File: config.mk
export PLATFORM = sky130hd
export DESIGN_NAME = exc_seq
export DESIGN_NICKNAME = d
export VERILOG_FILES = /design/src/rtl/exc_seq_pkg.sv /design/src/rtl/exc_classify.sv /design/src/rtl/exc_stacker.sv /design/src/rtl/exc_seq.sv
export SDC_FILE = /design/constraint.sdc
export NUM_CORES = 1
export LEC_CHECK = 0
export ABC_AREA = 0
export BUFFER_PORTS_ARGS = -buffer_cell sky130_fd_sc_hd__buf_4
export CORE_ASPECT_RATIO = 0.75
export CORE_MARGIN = 2
export CORE_UTILIZATION = 56
export DETAILED_ROUTE_END_ITERATION = 6
export PLACE_DENSITY_LB_ADDON = 0.3
export SYNTH_ARGS = -nofsm -noshare
export SYNTH_HDL_FRONTEND = slang
export SYNTH_SLANG_ARGS = --single-unit
File: constraint.sdc
create_clock -name clk -period 3.8 [get_ports clk]
set_clock_uncertainty 0.1 [all_clocks]
set_input_delay 0 -clock clk [delete_from_list [all_inputs] [get_ports clk]]
set_output_delay 0 -clock clk [all_outputs]
set_load 0.01 [all_outputs]
File: src/rtl/exc_seq_pkg.sv
package exc_seq_pkg;
  localparam int CLS_W = 5;
  localparam int SR_W  = 16;
  localparam int VEC_W = 8;

  localparam int SR_SUP = 13;
  localparam int SR_TLO = 14;
  localparam int SR_THI = 15;

  typedef enum logic [CLS_W-1:0] {
    C_PLAIN      = 5'd0,
    C_FLOW       = 5'd1,
    C_ILLEGAL    = 5'd2,
    C_UNIMP_A    = 5'd3,
    C_UNIMP_B    = 5'd4,
    C_ANDI_SR    = 5'd5,
    C_EORI_SR    = 5'd6,
    C_ORI_SR     = 5'd7,
    C_LOWPWR     = 5'd8,
    C_SR_READ    = 5'd9,
    C_SR_WRITE   = 5'd10,
    C_USP_MOVE   = 5'd11,
    C_CTRL_MOVE  = 5'd12,
    C_SPACE_MOVE = 5'd13,
    C_BUS_RESET  = 5'd14,
    C_EXC_RETURN = 5'd15,
    C_HALT       = 5'd16
  } iclass_e;

  localparam logic [VEC_W-1:0] VEC_ILLEGAL = 8'd4;
  localparam logic [VEC_W-1:0] VEC_PRIV    = 8'd8;
  localparam logic [VEC_W-1:0] VEC_TRACE   = 8'd9;
  localparam logic [VEC_W-1:0] VEC_EMU_A   = 8'd10;
  localparam logic [VEC_W-1:0] VEC_EMU_B   = 8'd11;

  // supervisor-only classes occupy a contiguous code range
  function automatic logic is_privileged(input logic [CLS_W-1:0] c);
    return (c >= C_ANDI_SR) && (c <= C_HALT);
  endfunction

  function automatic logic is_known(input logic [CLS_W-1:0] c);
    return c <= C_HALT;
  endfunction

  // stacked offset is four bytes per vector table slot
  function automatic logic [SR_W-1:0] vec_offset(input logic [VEC_W-1:0] v);
    return SR_W'(v) << 2;
  endfunction

  // entry value: supervisor on, trace field cleared
  function automatic logic [SR_W-1:0] enter_sr(input logic [SR_W-1:0] sr);
    logic [SR_W-1:0] r;
    r = sr;
    r[SR_SUP] = 1'b1;
    r[SR_TLO] = 1'b0;
    r[SR_THI] = 1'b0;
    return r;
  endfunction
endpackage

File: src/rtl/exc_classify.sv
module exc_classify
  import exc_seq_pkg::*;
(
  input  logic [CLS_W-1:0] cls,
  input  logic [SR_W-1:0]  sr,
  output logic             fault,
  output logic [VEC_W-1:0] fault_vec,
  output logic             trace_req
);
  always_comb begin
    fault     = 1'b1;
    fault_vec = VEC_ILLEGAL;
    if (cls == C_UNIMP_A)
      fault_vec = VEC_EMU_A;
    else if (cls == C_UNIMP_B)
      fault_vec = VEC_EMU_B;
    else if (!is_known(cls) || cls == C_ILLEGAL)
      fault_vec = VEC_ILLEGAL;
    else if (is_privileged(cls) && !sr[SR_SUP])
      fault_vec = VEC_PRIV;
    else
      fault = 1'b0;
  end

  // trace only for instructions that actually run
  assign trace_req = !fault && (sr[SR_THI] || (sr[SR_TLO] && cls == C_FLOW));
endmodule

File: src/rtl/exc_stacker.sv
module exc_stacker
  import exc_seq_pkg::*;
#(
  parameter int AW = 32
) (
  input  logic             clk,
  input  logic             rst_n,
  input  logic             start,
  input  logic [AW-1:0]    sp_init,
  input  logic [SR_W-1:0]  sr_old,
  input  logic [AW-1:0]    pc,
  input  logic [VEC_W-1:0] vec,
  input  logic             mem_rdy,
  output logic             mem_req,
  output logic [AW-1:0]    mem_addr,
  output logic [SR_W-1:0]  mem_wdata,
  output logic             last_ack,
  output logic             done,
  output logic [VEC_W-1:0] done_vec
);
  localparam int PC_WORDS = AW / SR_W;
  localparam int NWR      = PC_WORDS + 2;
  localparam int IDX_W    = $clog2(NWR);
  localparam logic [IDX_W-1:0] LAST = IDX_W'(NWR - 1);
  localparam logic [AW-1:0]    STEP = AW'(SR_W / 8);

  logic             busy_q;
  logic [IDX_W-1:0] idx_q;
  logic [AW-1:0]    sp_q;
  logic [SR_W-1:0]  sr_q;
  logic [AW-1:0]    pc_q;
  logic [VEC_W-1:0] vec_q;

  assign mem_req  = busy_q;
  assign mem_addr = sp_q - STEP;
  assign last_ack = busy_q && mem_rdy && (idx_q == LAST);

  always_comb begin
    if (idx_q == '0)
      mem_wdata = sr_q;
    else if (idx_q == LAST)
      mem_wdata = vec_offset(vec_q);
    else
      mem_wdata = SR_W'(pc_q >> (SR_W * (PC_WORDS - int'(idx_q))));
  end

  always_ff @(posedge clk or negedge rst_n) begin
    if (!rst_n) begin
      busy_q   <= 1'b0;
      idx_q    <= '0;
      sp_q     <= '0;
      sr_q     <= '0;
      pc_q     <= '0;
      vec_q    <= '0;
      done     <= 1'b0;
      done_vec <= '0;
    end else begin
      done <= last_ack;
      if (last_ack) done_vec <= vec_q;
      if (start) begin
        busy_q <= 1'b1;
        idx_q  <= '0;
        sp_q   <= sp_init;
        sr_q   <= sr_old;
        pc_q   <= pc;
        vec_q  <= vec;
      end else if (busy_q && mem_rdy) begin
        sp_q <= sp_q - STEP;
        if (idx_q == LAST) busy_q <= 1'b0;
        else idx_q <= idx_q + 1'b1;
      end
    end
  end

  assert_sp_step_R10: assert property (@(posedge clk) disable iff (!rst_n)
    (mem_req && mem_rdy && !last_ack) |=> (mem_req && mem_addr == $past(mem_addr) - STEP));

  assert_hold_write_R10: assert property (@(posedge clk) disable iff (!rst_n)
    (mem_req && !mem_rdy) |=> (mem_req && $stable(mem_addr) && $stable(mem_wdata)));

  assert_done_single_R11: assert property (@(posedge clk) disable iff (!rst_n)
    done |=> !done);

  assert_done_offset_R9: assert property (@(posedge clk) disable iff (!rst_n)
    done |-> ($past(mem_wdata) == vec_offset(done_vec) && $past(mem_rdy)));
endmodule

File: src/rtl/exc_seq.sv
module exc_seq
  import exc_seq_pkg::*;
#(
  parameter int AW = 32
) (
  input  logic             clk,
  input  logic             rst_n,
  input  logic             dec_valid,
  input  logic [CLS_W-1:0] dec_class,
  input  logic [AW-1:0]    dec_pc,
  input  logic [AW-1:0]    dec_next_pc,
  input  logic [SR_W-1:0]  sr_in,
  input  logic [AW-1:0]    ssp_in,
  input  logic             mem_rdy,
  output logic             dec_ready,
  output logic             exec_en,
  output logic             sr_we,
  output logic [SR_W-1:0]  sr_wdata,
  output logic             mem_req,
  output logic [AW-1:0]    mem_addr,
  output logic [SR_W-1:0]  mem_wdata,
  output logic             done,
  output logic [VEC_W-1:0] done_vec
);
  typedef enum logic [1:0] {S_IDLE, S_TENTER, S_STACK} st_e;

  st_e              state_q;
  logic [AW-1:0]    trace_pc_q;
  logic             fault, trace_req, accept;
  logic             start_fault, start_trace, last_ack;
  logic [VEC_W-1:0] fault_vec, stk_vec;
  logic [AW-1:0]    stk_pc;

  exc_classify u_cls (
    .cls(dec_class), .sr(sr_in),
    .fault(fault), .fault_vec(fault_vec), .trace_req(trace_req)
  );

  assign dec_ready   = (state_q == S_IDLE);
  assign accept      = dec_valid && dec_ready;
  assign exec_en     = accept && !fault;
  assign start_fault = accept && fault;
  assign start_trace = (state_q == S_TENTER);
  assign sr_we       = start_fault || start_trace;
  assign sr_wdata    = enter_sr(sr_in);
  assign stk_pc      = start_trace ? trace_pc_q : dec_pc;
  assign stk_vec     = start_trace ? VEC_TRACE : fault_vec;

  exc_stacker #(.AW(AW)) u_stk (
    .clk(clk), .rst_n(rst_n), .start(sr_we), .sp_init(ssp_in),
    .sr_old(sr_in), .pc(stk_pc), .vec(stk_vec), .mem_rdy(mem_rdy),
    .mem_req(mem_req), .mem_addr(mem_addr), .mem_wdata(mem_wdata),
    .last_ack(last_ack), .done(done), .done_vec(done_vec)
  );

  always_ff @(posedge clk or negedge rst_n) begin
    if (!rst_n) begin
      state_q    <= S_IDLE;
      trace_pc_q <= '0;
    end else begin
      unique case (state_q)
        S_IDLE: begin
          if (start_fault) state_q <= S_STACK;
          else if (exec_en && trace_req) begin
            state_q    <= S_TENTER;
            trace_pc_q <= dec_next_pc;
          end
        end
        S_TENTER: state_q <= S_STACK;
        S_STACK:  if (last_ack) state_q <= S_IDLE;
        default:  state_q <= S_IDLE;
      endcase
    end
  end

  assert_no_exec_while_stacking_R12: assert property (@(posedge clk) disable iff (!rst_n)
    mem_req |-> (!exec_en && !sr_we));

  assert_priv_vector_R3: assert property (@(posedge clk) disable iff (!rst_n)
    (accept && is_privileged(dec_class) && !sr_in[SR_SUP]) |-> (sr_we && stk_vec == VEC_PRIV));

  assert_sr_entry_R8: assert property (@(posedge clk) disable iff (!rst_n)
    sr_we |-> (sr_wdata[SR_SUP] && !sr_wdata[SR_THI] && !sr_wdata[SR_TLO]));

  assert_trace_after_exec_R6: assert property (@(posedge clk) disable iff (!rst_n)
    start_trace |-> $past(exec_en));

  assert_stack_follows_entry_R9: assert property (@(posedge clk) disable iff (!rst_n)
    sr_we |=> (mem_req && mem_addr == $past(ssp_in) - AW'(2) && mem_wdata == $past(sr_in)));
endmodule

==> After elaboration in Yosys (flattened, before gate mapping) <==
Index checks and enable logic that the tools add are counted.
{ "totals": {"ff_bits": 134, "latch_bits": 0, "ram_bits": 0, "mem_bits_ro": 0, "inputBits": 121, "out_inout_bits": 77, "elab_cells": 75, "n_memories": 0} }
{ "op_classes": {"addsub": 3, "mul": 0, "div": 0, "order_cmp": 2, "n_eq_ne": 10, "shift": 1, "n_mux": 24, "bitwise_logic": 1, "reduce_logical": 24} }
{ "op_table": {"columns": ["operator", "n"], "rows": [
  ["$mux 32", 3],
  ["$mux 16", 2],
  ["$mux 8", 4],
  ["$shr 32x32->16", 1],
  ["$sub 32x2->32 const B", 1],
  ["$mux 2", 6],
  ["$eq 5x2->1 const B", 2],
  ["$logic_and 1x1->1", 10],
  ["$mux 1", 7],
  ["$pmux 2 s3", 1],
  ["$reduce_and 2->1", 3],
  ["$eq 5x1->1 const B", 1],
  ["$eq 5x3->1 const B", 1],
  ["$ge 5x3->1 const B", 1],
  ["$le 5x5->1 const B", 1],
  ["$eq 2x2->1 const B", 2],
  ["$logic_not 2->1", 2],
  ["$mux 4", 1],
  ["$reduce_bool 2->1", 2],
  ["$logic_not 1->1", 3],
  ["$logic_or 1x1->1", 3],
  ["$ne 3x1->1 const B", 1],
  ["$reduce_and 3->1", 1],
  ["$sub 2x2->3 const A", 1],
  ["5 further kinds", 5]
]} }

==> Depth between registers and ports, before layout <==
{ "logic_depth": {"word_depth": 13, "ltp_mapped": 10, "mapped_depth_nobuf": 7} }

==> Cells and area by module <==
A second synthesis with hierarchy kept.
{ "unflattened": {"hier_cells": 673, "area_unflattened_um2": 7372.1} }
{ "modules_own_cells": {"columns": ["mod", "instances", "cells_each", "area_each_um2", "seq_area_each_um2"], "rows": [
  ["exc_stacker", 1, 508, 5223.8, 2502.4],
  ["exc_seq", 1, 140, 1976.9, 850.8],
  ["exc_classify", 1, 25, 171.4, 0.0]
]} }

==> Least setup slack after synthesis <==
No wires, ideal clock.
{ "synth_path": {"path_type": "register to output", "start": "register u_stk.idx_q[0]", "end": "output port mem_wdata[10]", "t_arrival_ps": 2354, "required_ps": 3700, "setup_slack_ps": 1346, "path_stages_with_launch": 9, "n_path_buf": 3, "cell_sequence": "dfrtp_1 -> clkbuf_1 -> clkbuf_1 -> inv_1 -> ha_1 -> nor2b_1 -> nand2b_1 -> clkbuf_1 -> o21ai_0"} }
{ "synth_via": {"elab_chain_cells": 4, "elab_cells_between_ends": 6, "classes_between": "1 x add/sub; 1 x eq/ne; 1 x shift; 2 x mux; 1 x reduce/logical"} }
{ "synth_rtl": {"columns": ["item", "line_no", "text"], "rows": [
  ["from (decl)", "exc_stacker.sv:28", "logic [IDX_W-1:0] idx_q;"],
  ["from (signal assigned)", "exc_stacker.sv:70", "else idx_q <= idx_q + 1'b1;"],
  ["$sub 2x2->3", "exc_stacker.sv:44", "mem_wdata = SR_W'(pc_q >> (SR_W * (PC_WORDS - int'(idx_q))));"],
  ["$shr 32x32->16", "exc_stacker.sv:44", null],
  ["$mux 16", "exc_stacker.sv:41", "else if (idx_q == LAST)"],
  ["$mux 16 *", "exc_stacker.sv:39", "if (idx_q == '0)"],
  ["to (decl)", "exc_seq.sv:21", "output logic [SR_W-1:0] mem_wdata,"]
]} }
Every way passes the cells marked *; elsewhere a longest branch is shown, timed or not.

==> Worst setup path in the final report <==
{ "layout_path": {"start": "register u_stk.sp_q[9]", "end": "output port mem_addr[22]"} }
{ "layout_via": {"elab_chain_cells": 1} }
{ "layout_rtl": {"columns": ["item", "line_no", "text"], "rows": [
  ["from (decl)", "exc_stacker.sv:29", "logic [AW-1:0] sp_q;"],
  ["from (signal assigned)", "exc_stacker.sv:63", "sp_q <= sp_init;"],
  ["from (signal assigned)", "exc_stacker.sv:68", "sp_q <= sp_q - STEP;"],
  ["$sub 32x2->32", "exc_stacker.sv:35", "assign mem_addr = sp_q - STEP;"],
  ["to (decl)", "exc_seq.sv:20", "output logic [AW-1:0] mem_addr,"]
]} }
No other way between the ends.

==> results.py <==
metrics = {
    "logic_synthesis": {
        "syn_inst": 681,
        "synth_edf_count": 0,
        "synth_seq_cells": 126,
        "synthFlopType": "dfrtp_1",
        "synth_area_leaders": "dfrtp_1 47%, mux2_2 8.8%, mux2i_1 6.5%, o21ai_0 5.9%, nand2_1 5.6%",
        "yosys.area.top_type": "dfrtp_1",
        "ys_warn_count": 0,
        "ys_seq_area_frac": 0.467,
        "synth_top_area_share": 0.467,
        "ys_async_sr_fraction": 1.00,
        "mappedNetlistArea_mm2": 0.00676,
        "synthDistinctLibCells": 47,
        "synth.avg_cell_area_um2": 9.92,
    },
    "routing": {
        "viasPerCell": 5.63,
        "vias": 6368,
        "first_pass_iters": 5,
        "route.detailed.drc": 0,
        "routed_wl_um": 21900,
        "drt-wirelength-per-cell_um": 19.4,
        "drt_iter0_markers": 489,
        "drtAntennaViolNets": 0,
    },
    "power_and_ir_drop": {
        "sw_frac_of_total": 0.383,
        "internal_power_mw": 4.58,
        "ir_drop_v": 0.000420,
        "leakage_nw": 4.43,
        "power_density_mw_per_mm2": 745,
        "combinationalPowerShare": 0.414,
        "switchingPower_mw": 2.84,
        "seqPwrFrac": 0.353,
        "clkPwrFrac": 0.233,
    },
    "sta": {
        "maxSlewHeadroom": 0.214,
        "tightestPinTransition_ns": 1.17,
        "finalHoldViolCount": 0,
        "rsz0062_at_grt": "no",
        "fmax_mhz": 325,
        "setup_viol": 0,
        "layout_setup_ws_ns": 0.721,
        "drv_slew": 0,
        "setup_tns_ns": 0,
        "fin_crit_sh": 0.810,
        "final.min_clock_period_ns": 3.08,
    },
    "setup_path": {
        "startpoint_type": "flop",
        "critPathRequiredTime_ns": 3.70,
        "setup.worst_path.end_class": "output pin",
        "critical_path_class": "reg -> out",
        "cp.arrival_ns": 2.98,
        "crit_path_max_fanout": 8,
    },
    "floorplanning": {
        "die_area_mm2": 0.0130,
        "core_area_mm2": 0.0117,
        "initial_utilization": 0.578,
        "io-pin-count": 198,
        "fp.dieH_um": 99.1,
        "die_width_um": 131,
        "rows": 34,
    },
    "grt": {
        "overflow": 0,
        "grtUsageTotal": 0.349,
        "grt_pass1_vias": 6756,
        "grt_max_degree": 85,
        "grt_pass1_wl_um": 34400,
        "antenna_found_initial": 0,
    },
    "clock_tree": {
        "path_clk_slew_ns": 0.06,
        "tritoncts": "yes",
        "numCtsBuffers": 17,
        "cts.htree.levels": 4,
        "clockRootBuffer": "clkbuf_16",
        "cts_sinks": 126,
        "worstSkewPairLatency_ns": 0.42,
        "post_cts_resized": 0,
        "clockBufferDepth": 2,
    },
    "final_layout": {
        "post_route_cells_drive_above_1_share": 0.309,
        "area_growth_pct": 47.3,
        "fin_cells": 1131,
        "final_nets": 1080,
        "fill_cells": 612,
        "finish.utilization": 0.851,
        "antenna_cells": 0,
    },
    "outcome": {
        "outcome": "completed",
    },
    "placement": {
        "portBuffers": 190,
        "dpl.hpwl_um": 12400,
        "place_ws_ns": 1.28,
        "place_inst": 980,
        "gp_congestion": 0.936,
    },
    "flow_run": {
        "cap_violations": 0,
    },
    "hold_path": {
        "hp-class": "in -> reg",
    },
}
path summary, 6_finish.rpt:
kind,to,cells after the start,from,slack [ns]
worst max-delay path,mem_addr[22],6,u_stk.sp_q[9],0.72
worst min-delay path,u_stk.vec_q[3],5,dec_class[3],0.14
worst max register to register,u_stk.vec_q[0],7,state_q[1],0.99
worst min register to register,u_stk.pc_q[2],2,trace_pc_q[2],0.37
max in group asynchronous,u_stk.sp_q[20],3,rst_n,2.59
min in group asynchronous,trace_pc_q[28],2,rst_n,0.21
layout by cell type (no fill, tap or decap), types with 9 or more instances in the layout:
cell type        n
a21oi_1          9
buf_4          196
clkbuf_16       17
dfrtp_1        126
dlygate4sd3_1  119
inv_1           12
mux2_2          53
mux2i_1         44
nand2_1        100
nor2_1          34
nor3_1          17
nor4_1          15
o21ai_0         79
xnor2_1         28
xor2_1          32
metal layers:
layer | global-route usage | wire, um | vias up
met5 | 0 | 0 | -
li1 | - | - | 2864
met3 | 0.0780 | 1360 | 82
met4 | 0.169 | 883 | 0
met2 | 0.599 | 11200 | 336
met1 | 0.415 | 8450 | 3086
through the flow:
step | power [mW] | area, um2 | hold slack, ns
6_report | 7.41 | 9950 | 0.135
5_1_grt | 7.79 | 9950 | 0.165
3_3_place_gp | 5.27 | 8140 | 0.0892
4_1_cts | 7.25 | 9950 | 0.0745
3_5_place_dp | 5.40 | 8140 | 0.0898
2_1_floorplan | 4.23 | 6780 | -0.396
registers in the layout, indices dropped and copies added (netlist names):
register,flops
u_stk.idx_q,2
u_stk.done_vec,4
state_q,2
u_stk.vec_q,4
trace_pc_q,32
u_stk.mem_req,1
u_stk.pc_q,32
u_stk.done,1
u_stk.sr_q,16
u_stk.sp_q,32
cell usage after synthesis, drive strengths merged, types with 3 or more instances:
master / instances
buf: 34
clkbuf: 31
nor4: 18
o21ai: 83
nor3: 17
ha: 3
nand2b: 3
xnor2: 28
nand3: 7
xor2: 32
mux2: 53
dfrtp: 126
a21oi: 9
or4: 5
mux2i: 44
nor2: 34
nand2: 100
a221oi: 4
inv: 13
or3: 5
nor2b: 6
nand4: 6
power by group through the flow:
stage / Clock, mW / Sequential [mW] / Combinational [mW]
floorplan: 0 / 2.33 / 1.89
global placement: 0 / 2.52 / 2.75
detailed placement: 0 / 2.57 / 2.84
CTS: 1.72 / 2.55 / 2.98
global route: 1.79 / 2.68 / 3.32
finish: 1.73 / 2.62 / 3.07
layout make-up:
cell class	instances	area [um2]	share of cell area
multi-input cells	482	3250	0.326
clock inverters	14	180	0.0181
repair buffers	316	2680	0.269
inverters	13	48.8	0.00490
clock buffers	18	439	0.0441
flip-flops and latches	126	3150	0.317
well taps	162	203	0.0204
kinds of logic after synthesis:
logic type               Yosys count  synth area share
AND/OR/NAND/NOR                  213             0.155
flip-flops                       126             0.467
AO/OA/AOI/OAI                    102            0.0811
multiplexers                      97             0.153
buffers and inverters             78            0.0592
XOR/XNOR                          60            0.0778
adder cells (fa/ha/maj)            3           0.00556
other                              2           0.00111
critical path, cell delays in order, from the launching register on:
cell	delay, ns
dfrtp_1	0.44
nor3_1	0.49
nand4_1	0.48
nor2_1	0.18
or4b_2	0.62
xnor2_1	0.20
buf_4	0.15
what timing repair did:
| item | CTS | global route |
|---|---|---|
| hold endpoints to repair | 198 | 0 |
| buffers inserted | 0 | 0 |
| hold buffers | 119 | 0 |
Power figures use the tool's default switching activity.
